$ cat config.mk
export PLATFORM = sky130hd
export DESIGN_NAME = capscan_top
export DESIGN_NICKNAME = d
export VERILOG_FILES = /design/src/rtl/capscan_pkg.sv /design/src/rtl/capscan_region_table.sv /design/src/rtl/capscan_walk_ctrl.sv /design/src/rtl/capscan_top.sv
export SDC_FILE = /design/constraint.sdc
export NUM_CORES = 1
export LEC_CHECK = 0
export ABC_CLOCK_PERIOD_IN_PS = 3600
export BUFFER_PORTS_ARGS = -buffer_cell sky130_fd_sc_hd__buf_4
export CAP_MARGIN = 20
export CORE_MARGIN = 10
export CORE_UTILIZATION = 45
export CTS_CLUSTER_DIAMETER = 80
export CTS_CLUSTER_SIZE = 14
export DETAILED_ROUTE_END_ITERATION = 10
export GPL_TIMING_DRIVEN = 0
export PLACE_DENSITY = 0.7
export SYNTH_ARGS = -nofsm -noshare
export SYNTH_HDL_FRONTEND = slang
export SYNTH_HIERARCHICAL = 1
export SYNTH_SLANG_ARGS = --single-unit
$ cat constraint.sdc
create_clock -name clk -period 3.6 [get_ports clk]
set_clock_uncertainty 0.15 [all_clocks]
set_input_delay 0 -clock clk [delete_from_list [all_inputs] [get_ports clk]]
set_output_delay 0 -clock clk [all_outputs]
set_load 0.03 [all_outputs]
$ cat src/rtl/capscan_pkg.sv
package capscan_pkg;
  localparam int CFG_AW      = 8;
  localparam int WORD_W      = 32;
  localparam int NUM_TYPES   = 5;
  localparam int NUM_REGIONS = 4;

  localparam logic [CFG_AW-1:0] CAP_PTR_ADDR  = 8'h34;
  localparam logic [7:0]        VENDOR_CAP_ID = 8'h09;
  localparam logic [7:0]        MIN_CAP_LEN   = 8'd16;
  localparam logic [CFG_AW-1:0] NO_OFFSET     = 8'hFF;
  localparam logic [7:0]        TYPE_NOTIFY   = 8'd2;
  localparam logic [7:0]        TYPE_WINDOW   = 8'd5;

  typedef enum logic [2:0] {STEP_PTR, STEP_HDR, STEP_BAR, STEP_OFF, STEP_LEN, STEP_MUL} step_e;
  typedef enum logic [1:0] {PH_IDLE, PH_REQ, PH_RSP} phase_e;
  typedef enum logic [1:0] {FLD_BAR, FLD_OFF, FLD_LEN} field_e;
endpackage

$ cat src/rtl/capscan_region_table.sv
module capscan_region_table
  import capscan_pkg::*;
#(
  parameter int SLOTS = NUM_REGIONS,
  parameter int DW    = WORD_W,
  localparam int SW   = $clog2(SLOTS)
) (
  input  logic              clk,
  input  logic              rst,
  input  logic              clr,
  input  logic              wr_en,
  input  logic [SW-1:0]     wr_slot,
  input  field_e            wr_fld,
  input  logic [DW-1:0]     wr_data,
  output logic [SLOTS*8-1:0]  bar_o,
  output logic [SLOTS*DW-1:0] off_o,
  output logic [SLOTS*DW-1:0] len_o
);
  for (genvar g = 0; g < SLOTS; g++) begin : g_slot
    always_ff @(posedge clk) begin
      if (rst || clr) begin
        bar_o[g*8 +: 8]   <= '0;
        off_o[g*DW +: DW] <= '0;
        len_o[g*DW +: DW] <= '0;
      end else if (wr_en && wr_slot == SW'(g)) begin
        case (wr_fld)
          FLD_BAR: bar_o[g*8 +: 8]   <= wr_data[7:0];
          FLD_OFF: off_o[g*DW +: DW] <= wr_data;
          FLD_LEN: len_o[g*DW +: DW] <= wr_data;
          default: ;
        endcase
      end
    end
  end

  // a clear empties every slot on the next cycle
  assert_clear_R11: assert property (@(posedge clk) disable iff (rst)
    clr |=> (bar_o == '0 && off_o == '0 && len_o == '0));
endmodule

$ cat src/rtl/capscan_walk_ctrl.sv
module capscan_walk_ctrl
  import capscan_pkg::*;
#(
  parameter int MAX_HOPS = 48,
  localparam int HW = $clog2(MAX_HOPS + 1),
  localparam int SW = $clog2(NUM_REGIONS)
) (
  input  logic                  clk,
  input  logic                  rst,
  input  logic                  start,
  output logic                  req_valid,
  input  logic                  req_ready,
  output logic [CFG_AW-1:0]     req_addr,
  output logic                  req_dword,
  input  logic                  rsp_valid,
  input  logic [WORD_W-1:0]     rsp_data,
  output logic                  done,
  output logic                  ok,
  output logic                  err,
  output logic [NUM_TYPES-1:0]  seen_mask,
  output logic [CFG_AW-1:0]     first_off,
  output logic [CFG_AW-1:0]     window_off,
  output logic [WORD_W-1:0]     notify_mult,
  output logic                  tbl_clr,
  output logic                  tbl_wr,
  output logic [SW-1:0]         tbl_slot,
  output field_e                tbl_fld,
  output logic [WORD_W-1:0]     tbl_data
);
  localparam logic [NUM_TYPES-1:0] ALL_SEEN = {NUM_TYPES{1'b1}};

  phase_e            phase;
  step_e             step;
  logic [CFG_AW-1:0] cur_off;
  logic [7:0]        next_r;
  logic [7:0]        type_r;
  logic [HW-1:0]     hops;

  // header decode
  logic [7:0]           h_id, h_next, h_len, h_type;
  logic                 h_qual, h_region;
  logic [NUM_TYPES-1:0] h_bit, seen_upd;
  logic                 got, leave_cap;
  logic [7:0]           nxt_ptr;
  logic [HW-1:0]        hops_now;

  assign h_id   = rsp_data[7:0];
  assign h_next = rsp_data[15:8];
  assign h_len  = rsp_data[23:16];
  assign h_type = rsp_data[31:24];
  assign h_qual = (h_id == VENDOR_CAP_ID) && (h_len >= MIN_CAP_LEN);
  assign h_region = (h_type >= 8'd1) && (h_type <= 8'(NUM_REGIONS));
  assign got    = (phase == PH_RSP) && rsp_valid;

  always_comb begin
    for (int i = 0; i < NUM_TYPES; i++) h_bit[i] = (h_type == 8'(i + 1));
    seen_upd = seen_mask;
    if (got && step == STEP_HDR && h_qual) seen_upd = seen_mask | h_bit;
  end

  assign leave_cap = got && ((step == STEP_HDR && !(h_qual && h_region)) ||
                             (step == STEP_LEN && type_r != TYPE_NOTIFY) ||
                             (step == STEP_MUL));
  assign nxt_ptr  = (step == STEP_HDR) ? h_next : next_r;
  assign hops_now = (step == STEP_HDR) ? hops + HW'(1) : hops;

  // request port: decoded from registered state only
  assign req_valid = (phase == PH_REQ);
  always_comb begin
    req_addr  = cur_off;
    req_dword = 1'b1;
    case (step)
      STEP_PTR: begin req_addr = CAP_PTR_ADDR; req_dword = 1'b0; end
      STEP_HDR: req_addr = cur_off;
      STEP_BAR: begin req_addr = cur_off + 8'd4; req_dword = 1'b0; end
      STEP_OFF: req_addr = cur_off + 8'd8;
      STEP_LEN: req_addr = cur_off + 8'd12;
      STEP_MUL: req_addr = cur_off + 8'd16;
      default:  ;
    endcase
  end

  // region table writes
  assign tbl_clr  = (phase == PH_IDLE) && start;
  assign tbl_wr   = got && (step == STEP_BAR || step == STEP_OFF || step == STEP_LEN);
  assign tbl_slot = SW'(type_r - 8'd1);
  assign tbl_fld  = (step == STEP_BAR) ? FLD_BAR : (step == STEP_OFF) ? FLD_OFF : FLD_LEN;
  assign tbl_data = (step == STEP_BAR) ? {{(WORD_W-8){1'b0}}, rsp_data[7:0]} : rsp_data;

  always_ff @(posedge clk) begin
    if (rst) begin
      phase <= PH_IDLE; step <= STEP_PTR; cur_off <= '0; next_r <= '0; type_r <= '0;
      hops <= '0; done <= 1'b0; ok <= 1'b0; err <= 1'b0; seen_mask <= '0;
      first_off <= NO_OFFSET; window_off <= NO_OFFSET; notify_mult <= '0;
    end else begin
      done <= 1'b0;
      case (phase)
        PH_IDLE: if (start) begin
          seen_mask <= '0; first_off <= NO_OFFSET; window_off <= NO_OFFSET;
          notify_mult <= '0; ok <= 1'b0; err <= 1'b0; hops <= '0;
          step <= STEP_PTR; phase <= PH_REQ;
        end
        PH_REQ: if (req_ready) phase <= PH_RSP;
        PH_RSP: if (rsp_valid) begin
          phase <= PH_REQ;
          seen_mask <= seen_upd;
          case (step)
            STEP_PTR: begin
              cur_off <= rsp_data[7:0];
              step    <= STEP_HDR;
              if (rsp_data[7:0] == 8'd0) begin
                phase <= PH_IDLE; done <= 1'b1; ok <= 1'b0;
              end
            end
            STEP_HDR: begin
              hops   <= hops_now;
              next_r <= h_next;
              type_r <= h_type;
              if (h_qual) begin
                if (first_off == NO_OFFSET) first_off <= cur_off;
                if (h_type == TYPE_WINDOW) window_off <= cur_off;
                if (h_region) step <= STEP_BAR;
              end
            end
            STEP_BAR: step <= STEP_OFF;
            STEP_OFF: step <= STEP_LEN;
            STEP_LEN: if (type_r == TYPE_NOTIFY) step <= STEP_MUL;
            STEP_MUL: notify_mult <= rsp_data;
            default:  ;
          endcase
          if (leave_cap) begin
            if (nxt_ptr == 8'd0) begin
              phase <= PH_IDLE; done <= 1'b1; ok <= (seen_upd == ALL_SEEN);
            end else if (hops_now >= HW'(MAX_HOPS)) begin
              phase <= PH_IDLE; done <= 1'b1; err <= 1'b1; ok <= 1'b0;
            end else begin
              cur_off <= nxt_ptr; step <= STEP_HDR;
            end
          end
        end
        default: phase <= PH_IDLE;
      endcase
    end
  end

  // a stalled request keeps its address and size
  assert_req_hold_R10: assert property (@(posedge clk) disable iff (rst)
    (req_valid && !req_ready) |=> (req_valid && $stable(req_addr) && $stable(req_dword)));
  // completion is a single-cycle pulse
  assert_done_pulse_R11: assert property (@(posedge clk) disable iff (rst)
    done |=> !done);
  // an aborted walk never reports success
  assert_err_not_ok_R9: assert property (@(posedge clk) disable iff (rst)
    (done && err) |-> !ok);
  // header count never passes the limit
  assert_hops_bound_R9: assert property (@(posedge clk) disable iff (rst)
    hops <= HW'(MAX_HOPS));
  // success implies the full mask
  assert_ok_mask_R4: assert property (@(posedge clk) disable iff (rst)
    (done && ok) |-> (seen_mask == ALL_SEEN));
endmodule

$ cat src/rtl/capscan_top.sv
module capscan_top
  import capscan_pkg::*;
#(
  parameter int MAX_HOPS = 48
) (
  input  logic                          clk,
  input  logic                          rst,
  input  logic                          start,
  output logic                          req_valid,
  input  logic                          req_ready,
  output logic [CFG_AW-1:0]             req_addr,
  output logic                          req_dword,
  input  logic                          rsp_valid,
  input  logic [WORD_W-1:0]             rsp_data,
  output logic                          done,
  output logic                          ok,
  output logic                          err,
  output logic [NUM_TYPES-1:0]          seen_mask,
  output logic [CFG_AW-1:0]             first_off,
  output logic [CFG_AW-1:0]             window_off,
  output logic [WORD_W-1:0]             notify_mult,
  output logic [NUM_REGIONS*8-1:0]      region_bar,
  output logic [NUM_REGIONS*WORD_W-1:0] region_off,
  output logic [NUM_REGIONS*WORD_W-1:0] region_len
);
  localparam int SW = $clog2(NUM_REGIONS);

  logic              tbl_clr, tbl_wr;
  logic [SW-1:0]     tbl_slot;
  field_e            tbl_fld;
  logic [WORD_W-1:0] tbl_data;

  capscan_walk_ctrl #(.MAX_HOPS(MAX_HOPS)) u_ctrl (
    .clk(clk), .rst(rst), .start(start),
    .req_valid(req_valid), .req_ready(req_ready), .req_addr(req_addr), .req_dword(req_dword),
    .rsp_valid(rsp_valid), .rsp_data(rsp_data),
    .done(done), .ok(ok), .err(err), .seen_mask(seen_mask),
    .first_off(first_off), .window_off(window_off), .notify_mult(notify_mult),
    .tbl_clr(tbl_clr), .tbl_wr(tbl_wr), .tbl_slot(tbl_slot), .tbl_fld(tbl_fld), .tbl_data(tbl_data)
  );

  capscan_region_table #(.SLOTS(NUM_REGIONS), .DW(WORD_W)) u_table (
    .clk(clk), .rst(rst), .clr(tbl_clr), .wr_en(tbl_wr), .wr_slot(tbl_slot),
    .wr_fld(tbl_fld), .wr_data(tbl_data),
    .bar_o(region_bar), .off_o(region_off), .len_o(region_len)
  );
endmodule

Yosys cells after proc, flatten, opt, wreduce, memory -nomap -nowiden
Cells that the tools add are included.
{ "word_totals": {"regBits": 379, "out_inout_bits": 354, "inputBits": 37} }
{ "op_classes": {"n_reduce_logical": 51, "n_bitwise": 3, "eq_ne": 33, "addsub": 6, "n_lt_le_gt_ge": 4, "muxes": 71} }
{ "op_table": {"columns": ["op", "n"], "rows": [
  ["two-way mux 32 bit", 4],
  ["two-way mux 8 bit", 14],
  ["one-hot mux 32 bit (2 select lines)", 1],
  ["one-hot mux 8 bit (5 select lines)", 1],
  ["one-hot mux 8 bit (2 select lines)", 2],
  ["AND reduction 2 bit", 13],
  ["== test 8 x 2 -> 1 bit (second input constant)", 3],
  ["two-way mux 3 bit", 8],
  ["two-way mux 6 bit", 4],
  ["two-way mux 1 bit", 18],
  ["two-way mux 2 bit", 9],
  ["AND reduction 6 bit", 3],
  ["adder 8 x 4 -> 8 bit (second input constant)", 2],
  ["== test 8 x 3 -> 1 bit (second input constant)", 2],
  ["logical NOT 8 bit", 2],
  ["logical AND 1 bit", 15],
  ["two-way mux 5 bit", 3],
  ["one-hot mux 3 bit (5 select lines)", 1],
  ["inequality test 2 bit (second input constant)", 7],
  ["one-hot mux 6 bit (2 select lines)", 1],
  ["one-hot mux 5 bit (2 select lines)", 1],
  ["AND reduction 3 bit", 3],
  ["adder 8 x 3 -> 8 bit (second input constant)", 1],
  ["adder 8 x 5 -> 8 bit (second input constant)", 1],
  ["other kinds (30)", 49]
]} }

Depth between registers and ports, before layout
Gate-level depths: netlist of the first run.
{ "logic_depth": {"ltp_word": 11, "ltp_mapped": 11, "mapped_depth_nobuf": 9} }

By module
The synthesis of the first run kept the hierarchy.
{ "modules_own_cells": {"columns": ["mod", "cells_per_inst", "seq_area_each_um2", "area_per_inst_um2", "n_inst"], "rows": [
  ["capscan_region_table", 986, 5765.5, 10308.6, 1],
  ["capscan_walk_ctrl", 618, 1821.7, 4742.0, 1]
]} }

Least setup slack after synthesis of the first run
No wires, ideal clock.
{ "synth_path": {"path_kind": "register to output", "start": "register u_ctrl.step[0]", "end": "output port req_addr[6]", "arrival_ns": 2.781, "required_ns": 3.450, "stages_incl_launch_ff": 11, "path_slack_ns": 0.669, "n_path_buf": 3, "path_cell_list": "dfxtp_1 -> buf_2 -> buf_1 -> clkbuf_1 -> nor2_1 -> fa_1 -> o21ai_0 -> a21oi_1 -> a2111oi_0 -> a21oi_1 -> a21oi_1"} }
{ "synth_between": {"elab_chain_len": 2} }
{ "synth_rtl": {"columns": ["element", "line", "source"], "rows": [
  ["start, declared", "capscan_walk_ctrl.sv:33", "step_e step;"],
  ["start signal, assigned", "capscan_walk_ctrl.sv:92", "phase <= PH_IDLE; step <= STEP_PTR; cur_off <= '0; next_r <= '0; type_r <= '0;"],
  ["start signal, assigned", "capscan_walk_ctrl.sv:101", "step <= STEP_PTR; phase <= PH_REQ;"],
  ["start signal, assigned", "capscan_walk_ctrl.sv:110", "step <= STEP_HDR;"],
  ["== test 3 bit, or another cell as far along", "capscan_walk_ctrl.sv:72", "case (step)"],
  ["one-hot mux 8 bit (5 select lines) *", "capscan_walk_ctrl.sv:72", null],
  ["end, declared", "capscan_top.sv:11", "output logic [CFG_AW-1:0] req_addr,"]
]} }
Every way passes the cells marked *; elsewhere a longest branch is shown, timed or not.

Worst setup path after layout of the first run
Ends and elaborated chain as after synthesis.

==> results of run 1 <==
==> how the worst max path moves through the flow <==
stage / from / end / slack [ps]
final: u_ctrl/step[0] / req_addr[6] / 210
after global routing: u_ctrl/phase[0] / u_table/len_o[11] / 6
after CTS: u_ctrl/step[0] / req_addr[6] / 100
after detailed placement: u_ctrl/step[1] / u_table/len_o[12] / 270
after global placement: u_ctrl/step[0] / u_table/len_o[20] / 310
after floorplan: u_ctrl/step[0] / req_addr[6] / 670
==> layer usage <==
| layer | global-route usage [%] | vias to the layer above | share of wire (%) |
|---|---|---|---|
| met3 | 4.94 | 90 | 7.1 |
| met1 | 31.8 | 6352 | 42 |
| met4 | 8.15 | 0 | 3.0 |
| met5 | 0 | - | 0 |
| met2 | 43.3 | 524 | 48 |
| li1 | - | 6311 | - |
==> power by group through the flow <==
stage | registers, mW | logic, mW | clock network (mW)
2_1_floorplan | 4.37 | 0.338 | 0
3_3_place_gp | 4.33 | 0.655 | 0
3_5_place_dp | 4.33 | 0.661 | 0
4_1_cts | 4.24 | 0.696 | 3.03
5_1_grt | 4.24 | 0.751 | 3.19
6_report | 4.24 | 0.704 | 2.99
==> kinds of logic (layout without fill, tap and decap cells) <==
logic type               count (synthesis)  in the layout  share of synthesized area (%)
AO/OA/AOI/OAI                          150            150                           6.42
other                                    0              1                              0
AND/OR/NAND/NOR                        625            625                           18.0
flip-flops                             379            379                           50.4
multiplexers                           302            302                           20.1
adder cells (fa/ha/maj)                  7              7                          0.615
buffers and inverters                  138            595                           4.27
XOR/XNOR                                 3              3                          0.175
==> sequential cells by signal (all words and copies together) (netlist names), 8 cells and up <==
name	flops
u_ctrl/notify_mult	32
u_ctrl/first_off	8
u_table/bar_o	32
u_table/len_o	128
u_ctrl/cur_off	8
u_ctrl/type_r	8
u_ctrl/window_off	8
u_table/off_o	128
u_ctrl/next_r	8
==> metrics by stage <==
stage               hold WS, ps  instances  total power [mW]  area [um^2]
floorplan                 -14.0       1604              4.71        15100
finish                      133       2504              7.93        19700
CTS                         106       2503              7.96        19700
detailed placement          102       2433              4.99        18500
global placement           99.1       2433              4.99        18500
global route                153       2504              8.18        19700
==> layout by cell type (no fill, tap or decap), types with 9 or more instances in the layout <==
cell type,n
sky130_fd_sc_hd__clkbuf_16,31
sky130_fd_sc_hd__nor3_1,10
sky130_fd_sc_hd__nand2b_1,11
sky130_fd_sc_hd__clkbuf_1,80
sky130_fd_sc_hd__o21ai_0,20
sky130_fd_sc_hd__a21oi_1,69
sky130_fd_sc_hd__buf_2,26
sky130_fd_sc_hd__nand2_1,429
sky130_fd_sc_hd__nand3_1,46
sky130_fd_sc_hd__a211oi_1,9
sky130_fd_sc_hd__inv_1,11
sky130_fd_sc_hd__nor2_1,50
sky130_fd_sc_hd__nor2b_1,33
sky130_fd_sc_hd__dfxtp_1,379
sky130_fd_sc_hd__dlygate4sd3_1,37
sky130_fd_sc_hd__buf_4,396
sky130_fd_sc_hd__mux2i_1,300
==> critical path, stage by stage (launching register included) <==
cell and delay (ps):
sky130_fd_sc_hd__dfxtp_1 320, sky130_fd_sc_hd__buf_2 210, sky130_fd_sc_hd__clkbuf_4 230, sky130_fd_sc_hd__buf_2 230, sky130_fd_sc_hd__nor2_1 120, sky130_fd_sc_hd__fa_1 420, sky130_fd_sc_hd__o21ai_1 240, sky130_fd_sc_hd__a21oi_1 70
sky130_fd_sc_hd__a2111oi_0 430, sky130_fd_sc_hd__a21oi_1 80, sky130_fd_sc_hd__a21oi_1 150, sky130_fd_sc_hd__buf_4 180
==> layout make-up <==
cell class | count | share of cell area [%]
Sequential cell | 379 | 38.5
Multi-Input combinational cell | 1087 | 34.7
Timing Repair Buffer | 424 | 16.6
Clock buffer | 32 | 3.96
Buffer | 127 | 3.08
Tap cell | 442 | 2.81
Inverter | 11 | 0.210
Clock inverter | 1 | 0.0826
Antenna cell | 1 | 0.0127
==> what timing repair did <==
action                                 in CTS  in global routing
gates resized for setup                     2                  5
endpoints found under the hold margin     138                  0
hold buffers                               37                  0
setup endpoints to repair                   2                 25
==> impl_metrics.json, run 1 <==
{
  "outcome": "finished clean",
  "drcViolationCount": 0,
  "multi_input_area_um2": 6830,
  "dr_total_vias": 13277,
  "p_r_area_growth_vs_syn_pct": 30.9,
  "worst_ep_required_time_ps": 3450,
  "top_level_ports": 391,
  "dpl_worst_slack_ps": 270,
  "worstReg2RegStart": "u_ctrl/step[1]",
  "hold_path.class": "in2reg",
  "postLayoutCoreUtil_pct": 60.1,
  "switching_power_mw": 2.00,
  "numCtsBuffers": 31,
  "seq_area_frac_synth_pct": 50.4,
  "clock_tree.htree_level_count": 1,
  "yosys-top-cells-area": "sky130_fd_sc_hd__dfxtp_1 50%, sky130_fd_sc_hd__mux2i_1 20%, sky130_fd_sc_hd__nand2_1 11%, sky130_fd_sc_hd__a21oi_1 2.3%, sky130_fd_sc_hd__clkbuf_1 2.0%",
  "numPortBuffers": 387,
  "power.static_leakage_nw": 9.58,
  "register_area_um2": 7590,
  "clock_power_share_pct": 37.7,
  "synth.yosys.warnings": 6,
  "synthDominantAreaCellType": "sky130_fd_sc_hd__dfxtp_1",
  "synth_cells": 1604,
  "via_per_inst": 5.30,
  "grt_setup_unrepaired": "no",
  "global_route_wire_length_before_repair_mm": 82.2,
  "power_frac_seq_pct": 53.5,
  "synth_top_cells_by_count": "429 x sky130_fd_sc_hd__nand2_1, 379 x sky130_fd_sc_hd__dfxtp_1, 300 x sky130_fd_sc_hd__mux2i_1, 80 x sky130_fd_sc_hd__clkbuf_1, 69 x sky130_fd_sc_hd__a21oi_1",
  "slew_limit_headroom_pct": 33.4,
  "syn_area_per_cell_um2": 9.38,
  "drt-initial-drc-count": 798,
  "timing.rr.end": "u_table/len_o[111]",
  "r2r_setup_slack_ps": 280,
  "groute.usage.overall_pct": 25.5,
  "grt_total_ovfl": 0,
  "maximum_number_of_pins_on_one_net_before_global_route_repair": 15,
  "num-nets-final": 2104,
  "power_per_cell_area_nw_per_um2": 403,
  "first_global_vias": 13193,
  "worstHoldStart": "rsp_data[30]",
  "timing.final.hold_violations": 0,
  "cap_viol_max_count": 0,
  "die_h_um": 203,
  "ys_types": 65,
  "floorplan.initialDensity_pct": 45.9,
  "finalWorstSetupSlack_ps": 211,
  "drt_first_pass_iters": 5,
  "layout.filler_cells": 2890,
  "worst_ep_arrival_time_ps": 3240,
  "most_used_standard_cell_by_instance_count_after_synthesis": "sky130_fd_sc_hd__nand2_1",
  "place_congestion": 0.942,
  "sw_frac_of_total_pct": 25.2,
  "cts.root.buffer_cell": "sky130_fd_sc_hd__clkbuf_16",
  "synth.net_count": 1647,
  "die_area_um2": 41200,
  "final.min_clock_period_ps": 3390,
  "rows": 66,
  "fin_setup_tns_ps": 0,
  "internal_power_mw": 5.93,
  "detailed_place_hpwl_mm": 42.2,
  "clock.fmax_mhz": 295,
  "post_route_cells_drive_above_1_share_pct": 23.3,
  "criticalPathCategory": "reg2out",
  "power_frac_comb_pct": 8.9,
  "worst_path_clk_slew_ps": 70,
  "report.final.slew_viol_count": 0,
  "clock_path_buffers": 3,
  "number_of_flops_mapped_to_enable_cells_by_yosys": 0,
  "cts_tree": "yes",
  "synth_largest_type_area_fraction_pct": 50.4,
  "min_delay_path_depth": 4,
  "core_area_um2": 32800,
  "timing.critical_path.to_type": "primary output",
  "post_synth_instance_area_um2": 15100,
  "post_detailed_route_wirelength_per_cell_um": 22.1,
  "ys_seq_elements": 379,
  "numClockSinks": 379,
  "die_extent_in_x_um": 203,
  "r2r.worst_path.cells": 8,
  "clock_insertion_delay_worst_skew_ps": 560,
  "max-vdd-ir-drop_mv": 0.341,
  "synthArstFlopShare_pct": 0,
  "setup_violations": 0,
  "post-route-period-util_pct": 94.1,
  "postRouteAntennaNets": 0,
  "crit_path_start_kind": "flip-flop",
  "postSynth.topFlopCell": "sky130_fd_sc_hd__dfxtp_1",
  "min_delay_worst_endpoint": "u_ctrl/type_r[6]",
  "cts.repair_timing.setup_buffer_count": 0,
  "wirelength_mm": 55.4,
  "worst_pin_slew_ps": 991,
  "critical_path.max_fanout": 10,
  "antenna_found_initial": 1
}
Note: power is estimated with default switching activity, not from simulation.
==> run 2: changes to the inputs <==
- CORE_ASPECT_RATIO: not set -> 0.5
==> run 2 against run 1 <==
Hold slack got worse by 29 ps; first-iteration DRC count rose by 13%; maximum frequency fell by 2.7%; final area barely moved; routed wire length decreased by 2.9%; core utilization shrank 0.37 points.
==> impl_metrics.json, run 2 (synthesis results as in run 1) <==
{
  "outcome": "finished clean",
  "p_total_mw": 8.00,
  "clock.fmax_mhz": 287,
  "dpl_worst_slack_ps": 147,
  "clock_path_buffers": 3,
  "die_extent_in_x_um": 279,
  "top_regs": "u_table/len_o x128, u_table/off_o x128",
  "mostFrequentLayoutCell": "sky130_fd_sc_hd__nand2_1",
  "crit_path_start_kind": "flip-flop",
  "post-route-period-util_pct": 96.7,
  "clock_insertion_delay_worst_skew_ps": 590,
  "wirelength_mm": 53.8,
  "setup_violations": 0,
  "power_per_cell_area_nw_per_um2": 406,
  "dr_total_vias": 13176,
  "finalWorstSetupSlack_ps": 117,
  "power.static_leakage_nw": 9.59,
  "multi_input_area_um2": 6830,
  "clock_tree.htree_level_count": 1,
  "post_detailed_route_wirelength_per_cell_um": 21.5,
  "register_area_um2": 7590,
  "p_r_area_growth_vs_syn_pct": 30.9,
  "antennaDiodeCount": 0,
  "report.final.slew_viol_count": 0,
  "final.min_clock_period_ps": 3480,
  "critical_path.max_fanout": 10,
  "cap_viol_max_count": 0,
  "placed_cell_area_um2": 18500,
  "timing.critical_path.to_type": "flip-flop",
  "detailed_place_hpwl_mm": 40.3,
  "grt_setup_unrepaired": "no",
  "core_area_um2": 33000,
  "numCtsBuffers": 31,
  "num-nets-final": 2104,
  "drt_first_pass_iters": 5,
  "worst_path_clk_slew_ps": 70,
  "via_per_inst": 5.26,
  "layout.filler_cells": 2881,
  "first_global_vias": 12683,
  "worst_ep_arrival_time_ps": 3830,
  "drcViolationCount": 0,
  "die_h_um": 149,
  "slew_limit_headroom_pct": 40.8,
  "criticalPathCategory": "reg2reg",
  "r2r_setup_slack_ps": 120,
  "max-vdd-ir-drop_mv": 0.308,
  "postRouteAntennaNets": 0,
  "fin_hold_ws_ps": 104,
  "antenna_found_initial": 1,
  "maximum_number_of_pins_on_one_net_before_global_route_repair": 16,
  "finalInstanceArea_um2": 19700,
  "place_congestion": 0.905,
  "worst_pin_slew_ps": 881,
  "fin_setup_tns_ps": 0,
  "layout.cells.most_common_list": "429 x sky130_fd_sc_hd__nand2_1, 396 x sky130_fd_sc_hd__buf_4, 379 x sky130_fd_sc_hd__dfxtp_1",
  "numClockSinks": 379,
  "die_area_um2": 41600,
  "groute.usage.overall_pct": 24.3,
  "hold_path.class": "in2reg",
  "global_route_wire_length_before_repair_mm": 78.8,
  "cts.root.buffer_cell": "sky130_fd_sc_hd__clkbuf_16",
  "rows": 47,
  "worst_ep_required_time_ps": 3950,
  "numPortBuffers": 387,
  "post_route_cells_drive_above_1_share_pct": 23.3,
  "grt_total_ovfl": 0,
  "floorplan.initialDensity_pct": 45.6,
  "cts.repair_timing.setup_buffer_count": 0,
  "top_level_ports": 391,
  "drt-initial-drc-count": 900,
  "cts_tree": "yes",
  "timing.final.hold_violations": 0
}
run 2: report_power, final:
group	leakage, nW	switching (mW)	internal, mW	total [mW]
registers	3.05	0.0207	4.22	4.24
clock network	0.395	1.53	1.53	3.05
logic	6.14	0.515	0.193	0.708
total	9.59	2.06	5.94	8.00
run 2: repair_timing:
item,in CTS,in global routing
hold buffers,37,0
gates cloned,0,0
hold endpoints to repair,128,0
gates resized for setup,2,6
setup endpoints to repair,2,31
run 2: metal layers:
layer / GRT usage, % / wire (um)
met5: 0 / 0
met4: 10.4 / 2450
met1: 29.1 / 22200
met3: 3.58 / 2570
met2: 43.0 / 26600
run 2: final timing paths:
kind                         start                     end  cells after the start
max                u_ctrl/phase[0]       u_table/off_o[62]                      9
min                   rsp_data[18]  u_ctrl/notify_mult[18]                      4
max reg2reg        u_ctrl/phase[0]       u_table/off_o[62]                      9
min reg2reg  u_ctrl/notify_mult[2]   u_ctrl/notify_mult[2]                      2
run 2: stage by stage:
step,instances,utilization [%]
2_1_floorplan,1604,-
3_3_place_gp,2432,56.1
3_5_place_dp,2432,56.1
4_1_cts,2503,59.7
5_1_grt,2503,59.7
6_report,2503,59.7
run 2: layout make-up:
| type | count | area share (%) |
|---|---|---|
| buffer | 127 | 3.09 |
| clock buffer | 32 | 3.96 |
| timing repair buffer | 424 | 16.6 |
| tap | 441 | 2.80 |
| clock inverter | 2 | 0.127 |
| sequential | 379 | 38.5 |
| multi-input combinational | 1087 | 34.7 |
| inverter | 11 | 0.210 |
run 2: worst max-delay path, cell delays in order (launching register included):
cell and delay [ps]:
sky130_fd_sc_hd__dfxtp_1 320, sky130_fd_sc_hd__clkbuf_1 300, sky130_fd_sc_hd__or2_2 180, sky130_fd_sc_hd__clkbuf_1 280, sky130_fd_sc_hd__inv_1 110, sky130_fd_sc_hd__nor2_1 590, sky130_fd_sc_hd__clkbuf_1 650, sky130_fd_sc_hd__clkbuf_1 540
sky130_fd_sc_hd__nand2_1 120, sky130_fd_sc_hd__mux2i_1 140
